$ cat src/rtl/byl_pkg.sv
package byl_pkg;
    typedef enum logic [1:0] {
        ST_OWNED     = 2'd0,
        ST_FINISHING = 2'd1,
        ST_RELEASED  = 2'd2,
        ST_RECLAIM   = 2'd3
    } byl_state_t;
endpackage

$ cat src/rtl/byl_fsm.sv
module byl_fsm
    import byl_pkg::*;
(
    input  logic       clk,
    input  logic       rst_n,
    input  logic       bus_req,
    input  logic       xfer_busy,
    input  logic       xfer_done,
    output byl_state_t state,
    output logic       gnt,
    output logic       oe,
    output logic       start_ok
);
    byl_state_t state_nx;

    always_ff @(posedge clk or negedge rst_n) begin
        if (!rst_n) state <= ST_OWNED;
        else        state <= state_nx;
    end

    always_comb begin
        state_nx = state;
        unique case (state)
            ST_OWNED: begin
                if (bus_req) begin
                    if (xfer_busy && !xfer_done) state_nx = ST_FINISHING;
                    else                         state_nx = ST_RELEASED;
                end
            end
            ST_FINISHING: begin
                if (!bus_req)       state_nx = ST_OWNED;
                else if (xfer_done) state_nx = ST_RELEASED;
            end
            ST_RELEASED: begin
                if (!bus_req) state_nx = ST_RECLAIM;
            end
            ST_RECLAIM: state_nx = ST_OWNED;
            default:    state_nx = ST_OWNED;
        endcase
    end

    always_comb begin
        gnt      = 1'b0;
        oe       = 1'b0;
        start_ok = 1'b0;
        unique case (state)
            ST_OWNED: begin
                oe       = 1'b1;
                start_ok = !bus_req;
            end
            ST_FINISHING: oe  = 1'b1;
            ST_RELEASED:  gnt = 1'b1;
            ST_RECLAIM:   ;
            default:      ;
        endcase
    end
endmodule

$ cat src/rtl/byl_xfer.sv
module byl_xfer #(
    parameter int AW = 16,
    parameter int DW = 16
) (
    input  logic          clk,
    input  logic          rst_n,
    input  logic          start_ok,
    input  logic          core_req,
    input  logic          core_we,
    input  logic [AW-1:0] core_addr,
    input  logic [DW-1:0] core_wdata,
    input  logic          ext_ready,
    output logic          busy,
    output logic          done,
    output logic [AW-1:0] addr_q,
    output logic [DW-1:0] wdata_q,
    output logic          we_q
);
    logic launch;

    assign done   = busy && ext_ready;
    assign launch = start_ok && core_req && !busy;

    always_ff @(posedge clk or negedge rst_n) begin
        if (!rst_n) begin
            busy    <= 1'b0;
            addr_q  <= '0;
            wdata_q <= '0;
            we_q    <= 1'b0;
        end else if (done) begin
            busy <= 1'b0;
        end else if (launch) begin
            busy    <= 1'b1;
            addr_q  <= core_addr;
            wdata_q <= core_wdata;
            we_q    <= core_we;
        end
    end
endmodule

$ cat src/rtl/busyield_ctrl.sv
module busyield_ctrl
    import byl_pkg::*;
#(
    parameter int AW = 16,
    parameter int DW = 16
) (
    input  logic          clk,
    input  logic          rst_n,
    input  logic          core_req,
    input  logic          core_we,
    input  logic [AW-1:0] core_addr,
    input  logic [DW-1:0] core_wdata,
    output logic          core_stall,
    output logic          core_done,
    output logic [DW-1:0] core_rdata,
    output logic [AW-1:0] ext_addr,
    output logic [DW-1:0] ext_wdata,
    output logic          ext_we,
    output logic          ext_strobe,
    output logic          ext_oe,
    input  logic [DW-1:0] ext_rdata,
    input  logic          ext_ready,
    input  logic          bus_req,
    output logic          bus_gnt
);
    byl_state_t state;
    logic       start_ok;
    logic       busy;
    logic       done;

    byl_fsm u_fsm (
        .clk       (clk),
        .rst_n     (rst_n),
        .bus_req   (bus_req),
        .xfer_busy (busy),
        .xfer_done (done),
        .state     (state),
        .gnt       (bus_gnt),
        .oe        (ext_oe),
        .start_ok  (start_ok)
    );

    byl_xfer #(.AW(AW), .DW(DW)) u_xfer (
        .clk        (clk),
        .rst_n      (rst_n),
        .start_ok   (start_ok),
        .core_req   (core_req),
        .core_we    (core_we),
        .core_addr  (core_addr),
        .core_wdata (core_wdata),
        .ext_ready  (ext_ready),
        .busy       (busy),
        .done       (done),
        .addr_q     (ext_addr),
        .wdata_q    (ext_wdata),
        .we_q       (ext_we)
    );

    assign ext_strobe = busy;
    assign core_done  = done;
    assign core_stall = core_req && !done;
    assign core_rdata = ext_rdata;
endmodule

$ cat config.mk
export PLATFORM = sky130hd
export DESIGN_NAME = busyield_ctrl
export DESIGN_NICKNAME = d
export VERILOG_FILES = /design/src/rtl/byl_pkg.sv /design/src/rtl/byl_fsm.sv /design/src/rtl/byl_xfer.sv /design/src/rtl/busyield_ctrl.sv
export SDC_FILE = /design/constraint.sdc
export NUM_CORES = 1
export LEC_CHECK = 0
export BUFFER_PORTS_ARGS = -buffer_cell sky130_fd_sc_hd__buf_2
export CAP_MARGIN = 20
export CORE_ASPECT_RATIO = 1.2
export CORE_UTILIZATION = 40
export DETAILED_ROUTE_END_ITERATION = 8
export GPL_TIMING_DRIVEN = 1
export PLACE_DENSITY_LB_ADDON = 0.15
export SLEW_MARGIN = 20
export SYNTH_ARGS = -nofsm -noshare
export SYNTH_HDL_FRONTEND = slang
export SYNTH_SLANG_ARGS = --single-unit
$ cat constraint.sdc
create_clock -name clk -period 1.65 [get_ports clk]
set_clock_uncertainty 0.15 [all_clocks]
set_input_delay 0.33 -clock clk [delete_from_list [all_inputs] [get_ports clk]]
set_output_delay 0.33 -clock clk [all_outputs]
set_load 0.02 [all_outputs]
# Yosys cells after proc, flatten, opt, wreduce, memory -nomap -nowiden
# Index checks and enable logic that the tools add are counted.
# classes
eq_ne	6
bitwise_logic	1
mux	11
reduce_logical	13
# ops
cell	count
2-bit 2-to-1 mux	5
2-bit case mux with 4 select lines	1
1-bit logical AND	5
1-bit 2-to-1 mux	5
2-bit equality test, second input constant	2
2-bit inequality test, second input constant	2
1-bit logical NOT	3
3-bit by 2-bit inequality test with 1-bit output, second input constant	1
3-bit AND reduction	1
2-bit by 1-bit equality test with 1-bit output, second input constant	1
2-bit logical NOT	1
2-bit AND reduction	1
2-bit nonzero test	1
2-bit OR reduction	1
1-bit NOT	1
# totals
elab_cells	36
in_bits	54
register_bits	36

# Longest topological paths before layout
# Gate-level depths: netlist of run 1.
# depth
depth_word	6
depth_mapped	5
mapped_depth_nobuf	3

# By module
# From an unflattened synthesis of run 1, not the netlist that was laid out.
# unflattened
cells_unflattened	102
hier_area_um2	1639.1
# by_module_without_submodules
mod	cells_each	area_per_inst_um2	n_inst
byl_xfer	74	1400.1	1
busyield_ctrl	17	133.9	1
byl_fsm	11	105.1	1

# Worst setup path before layout of run 1
# No wires, ideal clock.
# synth_path
path_kind	register to register
from	register u_xfer.busy
to	register u_xfer.addr_q[10]
setup_time_ns	0.125
path_stages_with_launch	6
setup_slack_ns	0.042
t_arrival_ns	1.333
path_cell_list	dfrtp_1 nor2_1 and3_1 buf_6 buf_12 mux2_4
# synth_between
elab_chain_len	3
elab_cells_between_ends	5
classes_between	bitwise (1); reduce/logical (4)
# synth_lines
element	line_no	source
start, declared	byl_xfer.sv:13	output logic busy,
start signal, assigned	byl_xfer.sv:26	busy <= 1'b0;
start signal, assigned	byl_xfer.sv:31	busy <= 1'b0;
start signal, assigned	byl_xfer.sv:33	busy <= 1'b1;
1-bit logical NOT / 1-bit logical AND (equally long branches)	byl_xfer.sv:22, byl_xfer.sv:21	
1-bit logical AND / 1-bit NOT (equally long branches)	-	
2-bit AND reduction (no source line) *	-	
end signal, assigned	byl_xfer.sv:34	addr_q <= core_addr;
end, declared	byl_xfer.sv:15	output logic [AW-1:0] addr_q,
# Mark *: on every way between the ends. The rest lies on a longest branch, timed or not.
# A chain may end at the register's enable or synchronous reset.

# Worst setup path after layout of run 1
# layout_path
from	register u_xfer.busy
to	output core_stall
# layout_between
elab_chain_len	3
# layout_lines
element	line_no	source
1-bit logical AND	byl_xfer.sv:21	assign done = busy && ext_ready;
1-bit logical NOT	busyield_ctrl.sv:61	assign core_stall = core_req && !done;
1-bit logical AND	busyield_ctrl.sv:61	
end, declared	busyield_ctrl.sv:13	output logic core_stall,
# No other way between the ends.

==> results of run 1 <==
-- path summary, 6_finish.rpt --
| check | end | slack [ns] |
|---|---|---|
| worst max-delay path | core_stall | 0.06 |
| worst min-delay path | u_xfer.addr_q[14] | 0.12 |
| worst max register to register | u_xfer.addr_q[0] | 0.07 |
| worst min register to register | u_xfer.addr_q[5] | 0.36 |
| max in group asynchronous | u_xfer.addr_q[6] | 0.55 |
| min in group asynchronous | u_xfer.addr_q[10] | 0.36 |
-- per-stage QoR --
stage | area, sq um | std cells | utilization (%) | total power, W | setup WS (ns)
2_1_floorplan | 1658 | 103 | - | 0.002984 | 0.04205
3_3_place_gp | 1958 | 215 | 49.68 | 0.003493 | 0.06005
3_5_place_dp | 1958 | 215 | 49.68 | 0.003524 | 0.04652
4_1_cts | 2085 | 224 | 52.89 | 0.004320 | 0.03021
5_1_grt | 2125 | 226 | 53.90 | 0.004544 | 0.001023
6_report | 2125 | 226 | 53.90 | 0.004299 | 0.05898
-- routing by layer --
| metal | global-route usage, % | wire [um] | vias up |
|---|---|---|---|
| li1 | - | - | 466 |
| met1 | 16.26 | 1278 | 507 |
| met2 | 23.20 | 1571 | 46 |
| met3 | 5.704 | 237 | 9 |
| met4 | 7.576 | 67 | 0 |
| met5 | 0 | 0 | - |
-- cell usage in the layout, fill, tap and decap left out --
master	n
mux2_4	29
nor2_1	3
a21oi_1	1
clkinvlp_4	1
buf_2	74
a21o_2	1
dfrtp_1	36
a21o_1	1
buf_6	1
and3_4	1
clkinv_2	1
and2_4	1
inv_1	1
bufinv_16	1
mux2_2	5
dlygate4sd3_1	1
nor2b_1	1
buf_4	2
clkbuf_8	5
nand2b_1	3
buf_12	2
clkbuf_16	1
-- cells by family after synthesis --
| kind of cell | count (synthesis) | share of synthesized area [%] |
|---|---|---|
| multiplexers | 34 | 29.66 |
| flip-flops | 36 | 54.34 |
| buffers and inverters | 21 | 11.77 |
| AO/OA/AOI/OAI | 3 | 1.283 |
| AND/OR/NAND/NOR | 9 | 2.944 |
-- sequential cells by signal (all words and copies together), names as in the netlist --
| name | flops |
|---|---|
| u_xfer.wdata_q | 16 |
| u_fsm.state | 2 |
| u_xfer.we_q | 1 |
| u_xfer.addr_q | 16 |
| u_xfer.busy | 1 |
-- layout make-up --
| type | count | area, sq um | share of cell area, % |
|---|---|---|---|
| flip-flops and latches | 36 | 900.9 | 42.40 |
| multi-input cells | 46 | 569.3 | 26.80 |
| repair buffers | 81 | 471.7 | 22.20 |
| clock buffers | 5 | 68.82 | 3.239 |
| well taps | 54 | 67.56 | 3.180 |
| clock inverters | 3 | 42.54 | 2.002 |
| inverters | 1 | 3.754 | 0.1767 |
-- timing repair --
action	4_1_cts	5_1_grt
endpoints found under the hold margin	16	0
endpoints found under the setup margin	1	4
cloned	0	1
gates resized for setup	2	2
hold buffers	1	0
setup buffers	0	1
-- report_power, final --
part	total (W)	internal [W]	switching (W)
Clock	0.000756	0.000447	0.000309
Sequential	0.00156	0.00132	0.000236
Combinational	0.00199	0.000991	0.000996
==> results.json, run 1 <==
{
  "clkLatencyLatePin_ns": 0.28,
  "critPathSlowestCell": "dfrtp_1",
  "cp_cell_sequence": "and2_4 -> nor2b_1 -> buf_4",
  "path_buf_inv": 1,
  "grt_max_degree": 26,
  "slew_headroom_pct": 73.23,
  "reg2reg_from": "u_fsm.state[0]",
  "gr-usage-all-layers_pct": 14.44,
  "rsz0062_at_grt": "false",
  "clock.fmax_mhz": 628.5,
  "gr-total-overflow": 0,
  "fin_setup_tns_ns": 0,
  "min_path_type": "in -> reg",
  "die_area_sq_um": 4407,
  "start_util_pct": 42.06,
  "grt_pass1_vias": 1027,
  "htreeDepth": 2,
  "layout.nets": 225,
  "core-area_sq_um": 3941,
  "hp-start": "core_addr[14]",
  "period_minus_slack_ns": 1.591,
  "postSynth.asyncResetShare_pct": 100.0,
  "area_delta_synth_final_pct": 28.15,
  "grt_pass1_wl_mm": 4.498,
  "drtAntennaViolNets": 0,
  "rows": 25,
  "via_per_inst": 4.549,
  "yosys_warnings": 0,
  "fin_crit_sh_pct": 96.43,
  "cts_root_buf": "clkbuf_8",
  "netlist_top_cells_count": "dfrtp_1, mux2_4, buf_4, mux2_2",
  "synth_cells": 103,
  "finalHoldViolCount": 0,
  "dp_hpwl_mm": 2.193,
  "via_count": 1028,
  "die_width_um": 60.77,
  "drt_iter0_drc": 22,
  "worstPathMaxFanout": 4,
  "cts_buffers": 5,
  "worstSetupEndpointType": "primary output",
  "critPathMaxStageDelay_ns": 0.40,
  "cp.depth": 3,
  "netlist_area_sq_um": 1658,
  "io_pins": 108,
  "synth_edf_count": 0,
  "n_antenna_cell": 0,
  "clkTransAtPathRegs_ns": 0.07,
  "tightest_slew_ns": 0.4015,
  "worstSetupPathType": "reg -> out",
  "whs_ns": 0.1205,
  "reg2reg_depth": 4,
  "synth_area_leader_cell": "dfrtp_1",
  "ys_seq_area_share_pct": 54.34,
  "numClockSinks": 36,
  "wl_mm": 3.154,
  "antenna_found_initial": 0,
  "route.detailed.drc": 0,
  "yosys.area.top_type_share_pct": 54.34,
  "drtPass1Iterations": 4,
  "pwr_density_cell_nw_per_um2": 2024,
  "synth_area_leaders": "dfrtp_1, mux2_4, buf_4",
  "setup_violations": 0,
  "leakage_nw": 1.103,
  "crit_family": "flip-flops",
  "startpoint_type": "flop",
  "wl_per_cell_um": 13.96,
  "status": "complete, no violations",
  "vdd_ir_drop_max_uv": 856.8,
  "synthMostInstantiatedCell": "dfrtp_1",
  "whs_path_depth": 2,
  "clk_path_buf_depth": 2,
  "slew_viol_final": 0,
  "routabilityCongestion": 0.7078,
  "drive_gt1_share_pct": 72.67,
  "cp.required_ns": 1.17,
  "fillers": 373,
  "synth.avg_cell_area_sq_um": 16.10,
  "maxCapViolations": 0,
  "synth_nets": 157,
  "synth-seq-cells": 36,
  "die_h_um": 72.53,
  "port_buffers": 75,
  "crit_start": "u_xfer.busy",
  "yosysUniqueCellTypes": 15,
  "cts_tree": "yes",
  "ys.flop_type": "dfrtp_1",
  "crit_arrival_ns": 1.11
}
No activity file was read; power rests on OpenSTA's default activity.
==> inputs of run 2 (changes only) <==
--- a/constraint.sdc
+++ b/constraint.sdc
@@ -4,2 +4,2 @@
 set_output_delay 0.33 -clock clk [all_outputs]
-set_load 0.02 [all_outputs]
+set_load 0.005 [all_outputs]
==> run 2 against run 1 <==
Effect of this change: clock-buffer cell count unchanged; sequential share of layout area increased by 0.10 points; total power shrank 13%; flip-flop and latch count unchanged; worst setup slack better by 0.010 ns; first-iteration DRC count is the same; routed wire length is essentially flat; largest power group is now registers; highest routed layer unchanged.
==> results.json, run 2 (synthesis gave the netlist of run 1 again) <==
{
  "status": "complete, no violations",
  "startpoint_type": "flop",
  "clkTransAtPathRegs_ns": 0.07,
  "final_common_cell": "buf_2",
  "wl_per_cell_um": 13.95,
  "cts_buffers": 5,
  "drtAntennaViolNets": 0,
  "gr-usage-all-layers_pct": 14.44,
  "port_buffers": 75,
  "fin_area_sq_um": 2120,
  "clkLatencyLatePin_ns": 0.28,
  "p_switching_w": 0.001018,
  "tightest_slew_ns": 0.4017,
  "pwr-share-clk_pct": 20.1,
  "min_to": "u_xfer.addr_q[14]",
  "layout.nets": 225,
  "maxCapViolations": 0,
  "timing.rr.end": "u_xfer.addr_q[0]",
  "place_area_sq_um": 1958,
  "worstPathMaxFanout": 9,
  "fin_setup_tns_ns": 0,
  "grt_pass1_wl_mm": 4.498,
  "grt_pass1_vias": 1027,
  "cts_tree": "yes",
  "crit_arrival_ns": 1.60,
  "worstSetupEndpointType": "flop",
  "core-area_sq_um": 3941,
  "die_area_sq_um": 4407,
  "preCtsSetupSlack_ns": 0.04652,
  "fin_crit_sh_pct": 95.82,
  "numClockSinks": 36,
  "fin_ws_ns": 0.06904,
  "grt_max_degree": 26,
  "reg2reg_slack_ns": 0.07,
  "routabilityCongestion": 0.7078,
  "slew_headroom_pct": 73.22,
  "die_h_um": 72.53,
  "wl_mm": 3.153,
  "dp_hpwl_mm": 2.193,
  "cp.required_ns": 1.67,
  "p_comb_share_pct": 38.5,
  "route.detailed.drc": 0,
  "clk_path_buf_depth": 2,
  "drtPass1Iterations": 4,
  "swShare_pct": 27.09,
  "intPower_w": 0.002740,
  "slew_viol_final": 0,
  "pwr_density_cell_nw_per_um2": 1773,
  "n_antenna_cell": 0,
  "area_delta_synth_final_pct": 27.85,
  "setup_violations": 0,
  "start_util_pct": 42.06,
  "clock.fmax_mhz": 632.5,
  "htreeDepth": 2,
  "io_pins": 108,
  "via_count": 1028,
  "rows": 25,
  "drt_iter0_drc": 22,
  "drive_gt1_share_pct": 72.09,
  "power_frac_seq_pct": 41.4,
  "gr-total-overflow": 0,
  "antenna_found_initial": 0,
  "layout_common_cells": "buf_2, dfrtp_1, mux2_4",
  "rsz0062_at_grt": "false",
  "leakage_nw": 1.101,
  "finalPower_w": 0.003758,
  "die_width_um": 60.77,
  "hp-start": "core_addr[14]",
  "reg2reg_depth": 4,
  "cts_root_buf": "clkbuf_8",
  "worstSetupPathType": "reg -> reg",
  "reg2reg_from": "u_fsm.state[0]",
  "period_minus_slack_ns": 1.581,
  "via_per_inst": 4.549,
  "vdd_ir_drop_max_uv": 841.1,
  "min_path_type": "in -> reg",
  "post-route-util_pct": 53.78,
  "top_regs": "u_xfer.addr_q: 16 flops, u_xfer.wdata_q: 16 flops, u_fsm.state: 2 flops",
  "finalHoldViolCount": 0,
  "whs_path_depth": 2
}
==> run 2: how the worst max path moves through the flow <==
stage | start | to | slack (ns) | cells after the start
2_1_floorplan | u_xfer.busy | u_xfer.addr_q[10] | 0.13 | 5
3_3_place_gp | bus_req | u_xfer.addr_q[2] | 0.06 | 5
3_5_place_dp | bus_req | u_xfer.addr_q[2] | 0.05 | 5
4_1_cts | u_xfer.busy | u_xfer.addr_q[2] | 0.04 | 4
5_1_grt | u_xfer.busy | core_stall | 0.01 | 3
6_report | u_fsm.state[0] | u_xfer.addr_q[0] | 0.07 | 4
==> run 2: timing repair <==
item,CTS,global route
hold buffers,1,0
hold endpoints to repair,16,0
gates resized for setup,0,2
endpoints found under the setup margin,0,3
buffers inserted,0,1
==> run 2: final cells by class <==
class | instances | area [sq um]
Fill cell | 374 | 1822
Sequential cell | 36 | 900.9
Multi-Input combinational cell | 46 | 566.8
Timing Repair Buffer | 81 | 469.2
Clock buffer | 5 | 68.82
Tap cell | 54 | 67.56
Clock inverter | 3 | 42.54
Inverter | 1 | 3.754
==> run 2: layer usage <==
layer	share of wire [%]	track usage [%]	vias up
met3	7.5	5.704	9
li1	-	-	466
met1	41	16.26	507
met4	2.1	7.576	0
met2	50	23.20	46
met5	0	0	-
==> run 2: power by group through the flow <==
stage	sequential [W]	combinational, W	clock, W
CTS	0.00157	0.00143	0.000784
global placement	0.00156	0.00139	0
floorplan	0.00159	0.000847	0
finish	0.00156	0.00145	0.000756
detailed placement	0.00157	0.00142	0
global route	0.00162	0.00156	0.000827
==> run 2: through the flow <==
stage               hold slack (ns)  instances
finish                       0.1205        226
detailed placement           0.1329        215
CTS                          0.1093        224
global route                 0.1032        226
floorplan                   -0.1156        103
global placement             0.1277        215
==> run 2: worst max-delay path: stages (launching register included) <==
cell and delay (ns):
dfrtp_1 0.40, nor2_1 0.15, and3_4 0.26, buf_6 0.17
mux2_2 0.34
